`src/rtl/flag_offset_pkg.sv`:
```
package flag_offset_pkg;

  typedef enum logic [1:0] {
    METHOD_SERIAL   = 2'b00,
    METHOD_PRESETHI = 2'b01,
    METHOD_PRESETLO = 2'b10,
    METHOD_PARALLEL = 2'b11
  } method_e;

  typedef struct packed {
    logic clear;
    logic loadPreset;
    logic presetHigh;
    logic shift;
    logic loadY;
    logic loadX;
  } ofs_strobe_t;

endpackage

```
`src/rtl/flag_offset_ctrl.sv`:
```
module flag_offset_ctrl
  import flag_offset_pkg::*;
#(
  parameter int OFS_W = 11
) (
  input  logic        clk,
  input  logic        rstN,
  input  logic        selEnN,
  input  logic        selData,
  input  logic        portWrite,
  output ofs_strobe_t stb,
  output method_e     methodQ,
  output logic        armQ,
  output logic        doneQ
);

  localparam int CHAIN_W = 2 * OFS_W;
  localparam int CNT_W   = $clog2(CHAIN_W + 1);
  localparam logic [CNT_W-1:0] LAST_BIT  = CNT_W'(CHAIN_W - 1);
  localparam logic [CNT_W-1:0] LAST_WORD = CNT_W'(1);

  logic [CNT_W-1:0] cntQ;
  method_e          pinCode;
  logic             active;
  logic             serialStep;
  logic             wordStep;

  assign pinCode    = method_e'({selEnN, selData});
  assign active     = rstN && !armQ && !doneQ;
  assign serialStep = active && (methodQ == METHOD_SERIAL) && !selEnN;
  assign wordStep   = active && (methodQ == METHOD_PARALLEL) && portWrite;

  always_ff @(posedge clk) begin
    if (!rstN) begin
      armQ    <= 1'b1;
      methodQ <= METHOD_SERIAL;
      cntQ    <= '0;
      doneQ   <= 1'b0;
    end else if (armQ) begin
      armQ    <= 1'b0;
      methodQ <= pinCode;
      doneQ   <= (pinCode == METHOD_PRESETHI) || (pinCode == METHOD_PRESETLO);
    end else if (serialStep) begin
      cntQ <= cntQ + 1'b1;
      if (cntQ == LAST_BIT) doneQ <= 1'b1;
    end else if (wordStep) begin
      cntQ <= cntQ + 1'b1;
      if (cntQ == LAST_WORD) doneQ <= 1'b1;
    end
  end

  always_comb begin
    stb            = '0;
    stb.clear      = !rstN;
    stb.loadPreset = rstN && armQ &&
                     ((pinCode == METHOD_PRESETHI) || (pinCode == METHOD_PRESETLO));
    stb.presetHigh = (pinCode == METHOD_PRESETHI);
    stb.shift      = serialStep;
    stb.loadY      = wordStep && (cntQ == '0);
    stb.loadX      = wordStep && (cntQ == LAST_WORD);
  end

endmodule

```
`src/rtl/flag_offset_dpath.sv`:
```
module flag_offset_dpath
  import flag_offset_pkg::*;
#(
  parameter int OFS_W     = 11,
  parameter int PRESET_LO = 8,
  parameter int PRESET_HI = 16
) (
  input  logic             clk,
  input  ofs_strobe_t      stb,
  input  logic             serBit,
  input  logic [OFS_W-1:0] busLow,
  output logic [OFS_W-1:0] xQ,
  output logic [OFS_W-1:0] yQ
);

  localparam logic [OFS_W-1:0] VAL_LO = OFS_W'(PRESET_LO);
  localparam logic [OFS_W-1:0] VAL_HI = OFS_W'(PRESET_HI);

  logic [OFS_W-1:0] presetVal;
  assign presetVal = stb.presetHigh ? VAL_HI : VAL_LO;

  always_ff @(posedge clk) begin
    if (stb.clear) begin
      xQ <= '0;
      yQ <= '0;
    end else if (stb.loadPreset) begin
      xQ <= presetVal;
      yQ <= presetVal;
    end else if (stb.shift) begin
      {yQ, xQ} <= {yQ[OFS_W-2:0], xQ, serBit};
    end else if (stb.loadY) begin
      yQ <= busLow;
    end else if (stb.loadX) begin
      xQ <= busLow;
    end
  end

endmodule

```
`src/rtl/flag_offset_loader.sv`:
```
module flag_offset_loader
  import flag_offset_pkg::*;
#(
  parameter int DEPTH     = 2048,
  parameter int DATA_W    = 36,
  parameter int PRESET_LO = 8,
  parameter int PRESET_HI = 16
) (
  input  logic                     clk,
  input  logic                     rstN,
  input  logic                     selEnN,
  input  logic                     selData,
  input  logic                     portWrite,
  input  logic [DATA_W-1:0]        portData,
  output logic [$clog2(DEPTH)-1:0] aeOffset,
  output logic [$clog2(DEPTH)-1:0] afOffset,
  output logic                     loadDone
);

  localparam int OFS_W = $clog2(DEPTH);

  ofs_strobe_t stb;
  method_e     methodQ;
  logic        armQ;
  logic        unusedBusBits;

  assign unusedBusBits = ^portData[DATA_W-1:OFS_W];

  flag_offset_ctrl #(.OFS_W(OFS_W)) u_ctrl (
    .clk(clk), .rstN(rstN), .selEnN(selEnN), .selData(selData),
    .portWrite(portWrite), .stb(stb), .methodQ(methodQ), .armQ(armQ),
    .doneQ(loadDone)
  );

  flag_offset_dpath #(.OFS_W(OFS_W), .PRESET_LO(PRESET_LO), .PRESET_HI(PRESET_HI)) u_dpath (
    .clk(clk), .stb(stb), .serBit(selData), .busLow(portData[OFS_W-1:0]),
    .xQ(aeOffset), .yQ(afOffset)
  );

endmodule

```
`config.mk`:
```
export PLATFORM = sky130hd
export DESIGN_NAME = flag_offset_loader
export DESIGN_NICKNAME = d
export VERILOG_FILES = /design/src/rtl/flag_offset_pkg.sv /design/src/rtl/flag_offset_ctrl.sv /design/src/rtl/flag_offset_dpath.sv /design/src/rtl/flag_offset_loader.sv
export SDC_FILE = /design/constraint.sdc
export NUM_CORES = 1
export LEC_CHECK = 0
export ABC_CLOCK_PERIOD_IN_PS = 2250
export BUFFER_PORTS_ARGS = -buffer_cell sky130_fd_sc_hd__buf_2
export CAP_MARGIN = 5
export CORE_MARGIN = 3
export CORE_UTILIZATION = 40
export CTS_CLUSTER_DIAMETER = 200
export CTS_CLUSTER_SIZE = 28
export DETAILED_ROUTE_END_ITERATION = 10
export PLACE_DENSITY = 0.69
export RECOVER_POWER = 100
export SLEW_MARGIN = 20
export SYNTH_ARGS = -nofsm -noshare
export SYNTH_HDL_FRONTEND = slang
export SYNTH_SLANG_ARGS = --single-unit
export TNS_END_PERCENT = 1
```
`constraint.sdc`:
```
create_clock -name clk -period 2.25 [get_ports clk]
set_input_delay 0.1125 -clock clk [delete_from_list [all_inputs] [get_ports clk]]
set_output_delay 0.1125 -clock clk [all_outputs]
set_load 0.1 [all_outputs]
```
==> results of run 1 <==
-- worst paths after layout --
kind | from | end | slack [ns] | cells past startpoint
setup / recovery | u_ctrl.armQ$_DFF_P_ | u_dpath.xQ[4]$_SDFFE_PN0P_ | 0.22 | 6
hold / removal | portData[10] | u_dpath.yQ[10]$_SDFFE_PN0P_ | 0.11 | 3
setup reg to reg | u_ctrl.armQ$_DFF_P_ | u_dpath.xQ[4]$_SDFFE_PN0P_ | 0.22 | 6
hold reg to reg | u_dpath.yQ[3]$_SDFFE_PN0P_ | u_dpath.yQ[3]$_SDFFE_PN0P_ | 0.49 | 2
-- layer usage --
| layer | track usage (%) | share of wire, % |
|---|---|---|
| met1 | 18.67 | 47 |
| met2 | 25.63 | 45 |
| met3 | 6.732 | 6.8 |
| met4 | 7.444 | 1.6 |
| met5 | 0 | 0 |
-- critical path: cells and delay by family (launching register included) --
kind | cells | cell delay [ns]
AO/OA/AOI/OAI | 3 | 0.54
buffers and inverters | 1 | 0.24
flip-flops | 1 | 0.30
AND/OR/NAND/NOR | 2 | 0.87
-- per-stage QoR --
step / total power [W] / utilization, % / instances / hold WS, ns / area, µm²
floorplan: 0.0008612 / - / 174 / 0.2597 / 1546
global placement: 0.0009207 / 50.64 / 256 / 0.3994 / 1783
detailed placement: 0.0009214 / 50.64 / 256 / 0.4077 / 1783
CTS: 0.001405 / 53.48 / 264 / 0.1003 / 1883
global route: 0.001440 / 52.13 / 264 / 0.1074 / 1836
finish: 0.001380 / 52.13 / 264 / 0.1058 / 1836
-- logic make-up after synthesis --
group | count (synthesis) | synth area share [%]
buffers and inverters | 18 | 7.604
muxes | 2 | 1.295
and+or+nand+nor | 67 | 21.60
DFF | 31 | 40.13
AOI/OAI and AO/OA | 49 | 24.43
xor gates and xnor gates | 3 | 1.699
adders and majority gates | 4 | 3.236
-- state kept, by name, indices dropped and copies added, names as in the netlist --
signal and cells:
u_dpath.xQ 11, u_dpath.yQ 11, u_ctrl.cntQ 5, u_ctrl.methodQ 2
u_ctrl.armQ 1, u_ctrl.doneQ 1
-- area by class of cell --
cell class | instances | area [µm²]
fillers | 364 | 1685
multi-input cells | 125 | 799.5
flip-flops and latches | 31 | 620.6
repair buffers | 47 | 231.5
clock buffers | 8 | 100.1
well taps | 46 | 57.56
inverters | 7 | 26.28
-- cells in the final DEF, fill, tap and decap left out, types with 2 or more instances in the layout --
cell       count
a21boi_1       2
a21boi_2       7
a21oi_1        4
a311oi_1       8
a31oi_1        2
buf_2         15
buf_4          5
clkbuf_1      26
clkbuf_8       7
dfxtp_1       31
ha_1           4
inv_1          6
mux2i_1        2
nand2_1       31
nand2b_1       2
nand3_1        3
nor2_1        20
o2111ai_1      2
o21ai_0        4
o21ai_1        4
o22ai_1       11
or3_1          2
xor2_1         2
-- report_power, final --
part / internal [W] / switching (W)
Combinational: 0.0000692 / 0.000235
Sequential: 0.000574 / 0.0000212
Clock: 0.000279 / 0.000202
Total: 0.000922 / 0.000458
==> results.sh, run 1 <==
export IMPL_vias=1373
export IMPL_postCtsSetupRepairBufs=0
export IMPL_relSlewSlack_pct=22.03
export IMPL_wl_per_cell_um=13.09
export IMPL_path_cells="or3b_1 > nor4_1 > a211o_1 > clkbuf_2 > o21ai_0 > o22ai_1"
export IMPL_drt_vias_per_instance=5.201
export IMPL_critPathSlowestCell="or3b_1"
export IMPL_grt_pass1_vias=1261
export IMPL_start_kind="flop"
export IMPL_antenna_found_initial=0
export IMPL_synth_seq_cells=31
export IMPL_first_pass_iters=4
export IMPL_drv_cap=0
export IMPL_synthTopCellsByArea="dfxtp_1 (40%), nand2_1 (7.5%), a21boi_2 (5.1%)"
export IMPL_htree_levels=2
export IMPL_yosysUniqueCellTypes=40
export IMPL_power_leakage_nw=0.6979
export IMPL_crit_required_ns=2.47
export IMPL_setup_violations_final=0
export IMPL_die_x_um=68.18
export IMPL_fmax_ghz=0.4925
export IMPL_synth_top_area_cell="dfxtp_1"
export IMPL_setup_tns_ns=0
export IMPL_hold_viol_final=0
export IMPL_path_clk_slew_ns=0.06
export IMPL_fin_crit_sh_pct=90.25
export IMPL_layout_drive_gt1_share_pct=19.27
export IMPL_synth_yosys_seq_area_share_pct=40.13
export IMPL_grt_pass1_wl_um=5464
export IMPL_async_flop_share_pct=0
export IMPL_synth_edf_count=0
export IMPL_worstSetupPathType="reg2reg"
export IMPL_pin_count=64
export IMPL_worst_slack_ns=0.2193
export IMPL_hold_class="in2reg"
export IMPL_yosysWarnings=0
export IMPL_rsz0062_at_grt="no"
export IMPL_num_rows=21
export IMPL_skew_ns=0.005264
export IMPL_grt_usage_pct=16.10
export IMPL_synth_nets=219
export IMPL_critPathMaxStageDelay_ns=0.50
export IMPL_dieArea_um2=4649
export IMPL_post_route_drc_count=0
export IMPL_wl_um=3457
export IMPL_syn2layout_area_growth_pct=18.69
export IMPL_drt_initial_drc_count=66
export IMPL_grt_overflow_total=0
export IMPL_cts_tree="built"
export IMPL_arrival_ns=2.25
export IMPL_initial_core_util_pct=43.92
export IMPL_slew_violations=0
export IMPL_status="completed"
export IMPL_root_buffer="clkbuf_8"
export IMPL_cts_buffer_depth=2
export IMPL_core_area_um2=3521
export IMPL_layout_nets=262
export IMPL_synth_flop_cell="dfxtp_1"
export IMPL_cts_buffers=5
export IMPL_ant_nets=0
export IMPL_yosysTopAreaCellShare_pct=40.13
export IMPL_cts_sinks=31
export IMPL_worst_pin_slew_ns=1.175
export IMPL_netlist_instances=174
export IMPL_diodes=0
export IMPL_cts_repair_resized=0
export IMPL_netlist_area_um2=1546
export IMPL_insertion_delay_ns=0.29
export IMPL_crit_path_end_kind="flop"
export IMPL_die_h_um=68.18
export IMPL_period_needed_ns=2.031
export IMPL_peakVddDrop_v=0.0004386
export IMPL_cp_max_fo=10
export IMPL_portBuffers=38
export IMPL_dp_slack_ns=0.2366
export IMPL_synth_commonest_cells="dfxtp_1 (31), nand2_1 (31), nor2_1 (20)"
export IMPL_grt_max_degree=19
export IMPL_place_gp_congestion=0.8145
export IMPL_postSynthAreaPerCell_um2=8.888
export IMPL_hpwl_um=2513
export IMPL_powerDensity_nw_per_um2=751.9
export IMPL_cts_hold_buf=0
Note: power is estimated with default switching activity, not from simulation.
==> inputs of run 2 (changes only) <==
- ABC_AREA: not set -> 1
==> run 2 against run 1 <==
Compared with the run above:
- synthesized area grew 7.3%
- non-clock buffer count shrank 9
- synthesized cell count grew 35%
- register-to-register slack gained 0.25 ns
- critical path type unchanged
- largest power group unchanged
==> results.sh, run 2 <==
export IMPL_diodes=0
export IMPL_min_path_cells=3
export IMPL_top_regs="u_dpath.xQ (11), u_dpath.yQ (11), u_ctrl.cntQ (5)"
export IMPL_fillers=420
export IMPL_netlist_area_um2=1659
export IMPL_dieArea_um2=4956
export IMPL_synth_seq_cells=31
export IMPL_wl_per_cell_um=12.83
export IMPL_power_leakage_nw=0.8350
export IMPL_powerDensity_nw_per_um2=784.6
export IMPL_drt_vias_per_instance=5.151
export IMPL_rsz0062_at_grt="no"
export IMPL_multi_input_area_um2=858.3
export IMPL_die_x_um=70.40
export IMPL_gr_usage_met1_pct=21.98
export IMPL_worst_r2r_path_depth=7
export IMPL_cts_buffer_depth=2
export IMPL_timing_rr_end="u_dpath.xQ[8]$_SDFFE_PN0P_"
export IMPL_drt_initial_drc_count=181
export IMPL_async_flop_share_pct=0
export IMPL_initial_core_util_pct=43.36
export IMPL_die_h_um=70.40
export IMPL_layout_nets=313
export IMPL_hold_viol_final=0
export IMPL_core_area_um2=3826
export IMPL_yosysTopAreaCellShare_pct=37.41
export IMPL_wl_um=4068
export IMPL_critPathMaxStageDelay_ns=0.34
export IMPL_relSlewSlack_pct=21.65
export IMPL_setup_violations_final=0
export IMPL_skew_ns=0.003751
export IMPL_cts_sinks=31
export IMPL_period_needed_ns=1.783
export IMPL_insertion_delay_ns=0.28
export IMPL_status="completed"
export IMPL_use_met2_pct=27.34
export IMPL_setup_tns_ns=0
export IMPL_path_cells="nor2_1 > nand2_4 > nor2_8 > nor2_4 > nand2_2 > nand3_1 > a21oi_1"
export IMPL_critPathTopFamily="simple AND/OR/NAND/NOR gates"
export IMPL_arrival_ns=1.99
export IMPL_path_clk_slew_ns=0.07
export IMPL_synth_flop_cell="dfxtp_1"
export IMPL_pin_count=64
export IMPL_cts_tree="built"
export IMPL_layout_drive_gt1_share_pct=11.90
export IMPL_critPathSlowestCell="dfxtp_1"
export IMPL_synth_commonest_cells="nand2_1 (79), nand3_1 (34), dfxtp_1 (31)"
export IMPL_antenna_found_initial=0
export IMPL_num_rows=22
export IMPL_vias=1633
export IMPL_ant_nets=0
export IMPL_grt_busiest_layer="met2"
export IMPL_root_buffer="clkbuf_8"
export IMPL_crit_path_end_kind="flop"
export IMPL_cts_buffers=5
export IMPL_worstSetupPathType="reg2reg"
export IMPL_crit_required_ns=2.46
export IMPL_drv_cap=0
export IMPL_first_pass_iters=4
export IMPL_cp_max_fo=23
export IMPL_start_kind="flop"
export IMPL_synth_top_area_cell="dfxtp_1"
export IMPL_grt_max_degree=24
export IMPL_r2r_start="u_ctrl.armQ$_DFF_P_"
export IMPL_yosysWarnings=0
export IMPL_holdCritStartpoint="selData"
export IMPL_synthTopCellsByArea="dfxtp_1 (37%), nand2_1 (18%), nand3_1 (10%)"
export IMPL_seq_area_um2=620.6
export IMPL_final_common_cell="nand2_1"
export IMPL_synth_edf_count=0
export IMPL_grt_use_met3_pct=4.892
export IMPL_syn2layout_area_growth_pct=13.12
export IMPL_synth_nets=280
export IMPL_yosysUniqueCellTypes=25
export IMPL_netlist_instances=235
export IMPL_htree_levels=2
export IMPL_synth_yosys_seq_area_share_pct=37.41
export IMPL_cts_hold_buf=0
export IMPL_fin_crit_sh_pct=79.24
export IMPL_post_route_drc_count=0
export IMPL_r2r_slack_ns=0.47
export IMPL_fmax_ghz=0.5609
export IMPL_place_gp_congestion=0.7951
export IMPL_grt_overflow_total=0
export IMPL_portBuffers=38
export IMPL_hpwl_um=2773
export IMPL_slew_violations=0
export IMPL_holdPathEnd="u_ctrl.methodQ[0]$_SDFFE_PN0P_"
export IMPL_dp_slack_ns=0.5073
export IMPL_hold_class="in2reg"
export IMPL_grt_pass1_wl_um=6969
export IMPL_worst_slack_ns=0.4671
export IMPL_crit_buf_inv=0
export IMPL_postSynthAreaPerCell_um2=7.060
export IMPL_cts_repair_resized=0
export IMPL_grt_pass1_vias=1533
export IMPL_grt_usage_pct=17.33
export IMPL_peakVddDrop_v=0.0005493
export IMPL_worst_pin_slew_ns=1.180
export IMPL_yosysMostFrequentCell="nand2_1"
export IMPL_final_cell_mix="nand2_1 (81), nand3_1 (34), dfxtp_1 (31), a21oi_1 (27), clkbuf_1 (24)"
export IMPL_postCtsSetupRepairBufs=0
-- run 2: cell types whose count changed after synthesis, moves of 3 or more --
cell,change
nand2_1,+48
nand3_1,+31
a21oi_1,+22
nor2_1,-12
o22ai_1,-10
inv_1,+9
a311oi_1,-8
a21boi_2,-7
o21ai_1,-6
buf_4,-3
buf_6,+3
nand4_1,+3
o21ai_0,+3
-- run 2: how the worst max path moves through the flow --
stage	slack, ns	start	cells past startpoint	endpoint
global placement	0.51	u_ctrl.armQ$_DFF_P_	7	u_dpath.xQ[2]$_SDFFE_PN0P_
finish	0.47	u_ctrl.armQ$_DFF_P_	7	u_dpath.xQ[8]$_SDFFE_PN0P_
CTS	0.49	u_ctrl.armQ$_DFF_P_	7	u_dpath.xQ[8]$_SDFFE_PN0P_
detailed placement	0.51	u_ctrl.armQ$_DFF_P_	7	u_dpath.xQ[8]$_SDFFE_PN0P_
floorplan	0.36	u_ctrl.doneQ$_SDFFE_PN0P_	7	u_dpath.xQ[9]$_SDFFE_PN0P_
global route	0.25	u_ctrl.armQ$_DFF_P_	7	u_dpath.yQ[1]$_SDFFE_PN0P_
-- run 2: stage by stage --
step / std cells / power, W / cell area, µm² / utilization [%] / hold WS [ns]
floorplan: 235 / 0.0008691 / 1659 / - / 0.2512
global placement: 309 / 0.0009186 / 1813 / 47.38 / 0.3950
detailed placement: 309 / 0.0009205 / 1813 / 47.38 / 0.3962
CTS: 317 / 0.001491 / 1931 / 50.46 / 0.1074
global route: 317 / 0.001534 / 1877 / 49.05 / 0.1336
finish: 317 / 0.001472 / 1877 / 49.05 / 0.1071
-- run 2: metal layers --
layer  wire length [µm]  part of all wire, %  vias up
met1               1916                   47      739
met5                  0                    0        -
li1                   -                    -      832
met3                259                  6.4        8
met4                 76                  1.9        0
met2               1815                   45       54
-- run 2: logic make-up after synthesis --
| family | count (synthesis) | share of synthesized area [%] |
|---|---|---|
| AO/OA/AOI/OAI | 34 | 11.16 |
| buffers and inverters | 28 | 9.426 |
| AND/OR/NAND/NOR | 138 | 38.99 |
| flip-flops | 31 | 37.41 |
| adder cells (fa/ha/maj) | 4 | 3.017 |
-- run 2: where the power goes --
part           switching, W  total (W)  internal, W
registers         0.0000195   0.000593     0.000574
logic              0.000250   0.000306    0.0000565
clock network      0.000215   0.000573     0.000358
total              0.000484    0.00147     0.000989
-- run 2: worst reg2reg max path, cell delays in order (launching register included) --
cell and delay, ns:
dfxtp_1 0.34, nor2_1 0.24, nand2_4 0.13, nor2_8 0.34
nor2_4 0.18, nand2_2 0.24, nand3_1 0.11, a21oi_1 0.13
-- run 2: cell type report --
| cell class | instances | share of cell area (%) |
|---|---|---|
| Clock buffer | 6 | 4.400 |
| Clock inverter | 2 | 1.867 |
| Inverter | 16 | 3.200 |
| Multi-Input combinational cell | 176 | 45.73 |
| Sequential cell | 31 | 33.07 |
| Tap cell | 48 | 3.200 |
| Timing Repair Buffer | 38 | 8.533 |
==> inputs of run 3 (changes only) <==
- ABC_CLOCK_PERIOD_IN_PS: 2250 -> 1600
- PLACE_DENSITY: 0.69 -> 0.71
- clock period: 2.25 -> 1.6 ns (I/O delays scaled with it)
==> run 3 against run 2 <==
Compared with the run above:
- cell count up 3.2%
- critical path depth unchanged
- die area unchanged
- via count down 1.3%
- sequential share of layout area down 1.6 points
- largest cell class unchanged
- largest power group unchanged
==> results.sh, run 3 (synthesized netlist as in run 2, its figures left out) <==
export IMPL_layout_drive_gt1_share_pct=25.45
export IMPL_final_common_cell="nand2_1"
export IMPL_grt_pass1_vias=1457
export IMPL_ant_nets=0
export IMPL_wl_per_cell_um=11.94
export IMPL_critPathSlowestCell="dfxtp_1"
export IMPL_grt_usage_pct=16.49
export IMPL_diodes=0
export IMPL_powerDensity_nw_per_um2=964.0
export IMPL_root_buffer="clkbuf_8"
export IMPL_post_route_drc_count=0
export IMPL_setup_tns_ns=0
export IMPL_die_x_um=70.40
export IMPL_rsz0062_at_grt="no"
export IMPL_skew_ns=0.006381
export IMPL_arrival_ns=1.65
export IMPL_start_kind="flop"
export IMPL_peakVddDrop_v=0.0004392
export IMPL_hpwl_um=2885
export IMPL_cts_buffers=5
export IMPL_hold_class="in2reg"
export IMPL_portBuffers=38
export IMPL_cts_tree="built"
export IMPL_slew_violations=0
export IMPL_initial_core_util_pct=43.36
export IMPL_pin_count=64
export IMPL_die_h_um=70.40
export IMPL_htree_levels=2
export IMPL_worst_pin_slew_ns=0.5480
export IMPL_r2r_slack_ns=0.16
export IMPL_path_clk_slew_ns=0.06
export IMPL_cp_max_fo=9
export IMPL_crit_path_end_kind="flop"
export IMPL_cts_hold_buf=0
export IMPL_drv_cap=0
export IMPL_grt_pass1_wl_um=6561
export IMPL_hold_viol_final=0
export IMPL_grt_use_met3_pct=3.597
export IMPL_worst_slack_ns=0.1647
export IMPL_cts_sinks=31
export IMPL_vias=1611
export IMPL_cts_repair_resized=0
export IMPL_crit_required_ns=1.81
export IMPL_top_regs="u_dpath.xQ (11), u_dpath.yQ (11), u_ctrl.cntQ (5)"
export IMPL_power_leakage_nw=0.9510
export IMPL_place_area_um2=1897
export IMPL_holdCritStartpoint="selData"
export IMPL_first_pass_iters=4
export IMPL_drt_vias_per_instance=4.927
export IMPL_min_path_cells=3
export IMPL_status="completed"
export IMPL_critPathMaxStageDelay_ns=0.41
export IMPL_layout_nets=324
export IMPL_antenna_found_initial=0
export IMPL_dp_slack_ns=0.1509
export IMPL_worst_r2r_path_depth=7
export IMPL_fin_crit_sh_pct=89.70
export IMPL_grt_overflow_total=0
export IMPL_relSlewSlack_pct=63.62
export IMPL_use_met2_pct=24.43
export IMPL_fmax_ghz=0.6967
export IMPL_path_cells="nor2_2 > nand2_4 > nor2_8 > nor2_4 > buf_4 > nand3_1 > a21oi_1"
export IMPL_period_needed_ns=1.435
export IMPL_crit_start="u_ctrl.armQ$_DFF_P_"
export IMPL_stdcell_area_um2=1979
export IMPL_grt_max_degree=19
export IMPL_gr_usage_met1_pct=22.28
export IMPL_wl_um=3904
export IMPL_dieArea_um2=4956
export IMPL_setup_violations_final=0
export IMPL_insertion_delay_ns=0.28
export IMPL_core_area_um2=3826
export IMPL_timing_rr_end="u_dpath.xQ[9]$_SDFFE_PN0P_"
export IMPL_holdPathEnd="u_ctrl.methodQ[0]$_SDFFE_PN0P_"
export IMPL_final_cell_mix="nand2_1 (79), nand3_1 (34), dfxtp_1 (29), a21oi_1 (26), clkbuf_2 (23)"
export IMPL_num_rows=22
export IMPL_worstSetupPathType="reg2reg"
export IMPL_cts_buffer_depth=2
export IMPL_grt_busiest_layer="met2"
export IMPL_syn2layout_area_growth_pct=19.31
export IMPL_postCtsSetupRepairBufs=0
export IMPL_place_gp_congestion=0.7945
export IMPL_drt_initial_drc_count=129
export IMPL_r2r_start="u_ctrl.armQ$_DFF_P_"
## run 3: cell count changes in the layout (fill, tap and decap cells not counted), moves of 2 or more
cell      delta
buf_4       +10
clkbuf_1    -23
clkbuf_2    +23
dfxtp_1      -2
dfxtp_2      +2
nand2_1      -2
nand2_4      +2
## run 3: routing by layer
layer  vias up  part of all wire [%]
met3        10                   4.4
met2        33                    45
met4         0                   2.3
li1        859                     -
met5         -                     0
met1       709                    48
## run 3: through the flow
stage                     power (W)  cells  util, %  hold slack, ns
after detailed placement   0.001308    320    49.57          0.3631
final                      0.001908    327    51.73         0.07597
after floorplan            0.001223    235        -          0.2187
after global routing       0.001998    327    51.73         0.09976
after CTS                  0.001924    327    51.86         0.07069
after global placement     0.001306    320    49.57          0.3586
## run 3: worst max-delay path by stage
stage / end / depth (start not counted)
2_1_floorplan: u_dpath.xQ[9]$_SDFFE_PN0P_ / 7
3_3_place_gp: u_dpath.xQ[0]$_SDFFE_PN0P_ / 7
3_5_place_dp: u_dpath.xQ[5]$_SDFFE_PN0P_ / 7
4_1_cts: u_dpath.xQ[5]$_SDFFE_PN0P_ / 7
5_1_grt: u_dpath.xQ[4]$_SDFFE_PN0P_ / 9
6_report: u_dpath.xQ[9]$_SDFFE_PN0P_ / 7
## run 3: power by group
group	internal [W]	total (W)	switching [W]
logic	0.000101	0.000453	0.000353
clock network	0.000337	0.000618	0.000281
registers	0.000808	0.000837	0.0000285
total	0.00125	0.00191	0.000663
## run 3: critical path: cells and delay by family (launching register included)
kind | cells | cell delay, ns
AND/OR/NAND/NOR | 5 | 0.57
flip-flops | 1 | 0.41
buffers and inverters | 1 | 0.22
AO/OA/AOI/OAI | 1 | 0.15
## run 3: final cells by class
type	instances	area, µm²
Fill cell	386	1847
Clock buffer	6	82.58
Clock inverter	1	5.005
Inverter	16	60.06
Sequential cell	31	623.1
Tap cell	48	60.06
Timing Repair Buffer	49	269.0
Multi-Input combinational cell	176	879.6
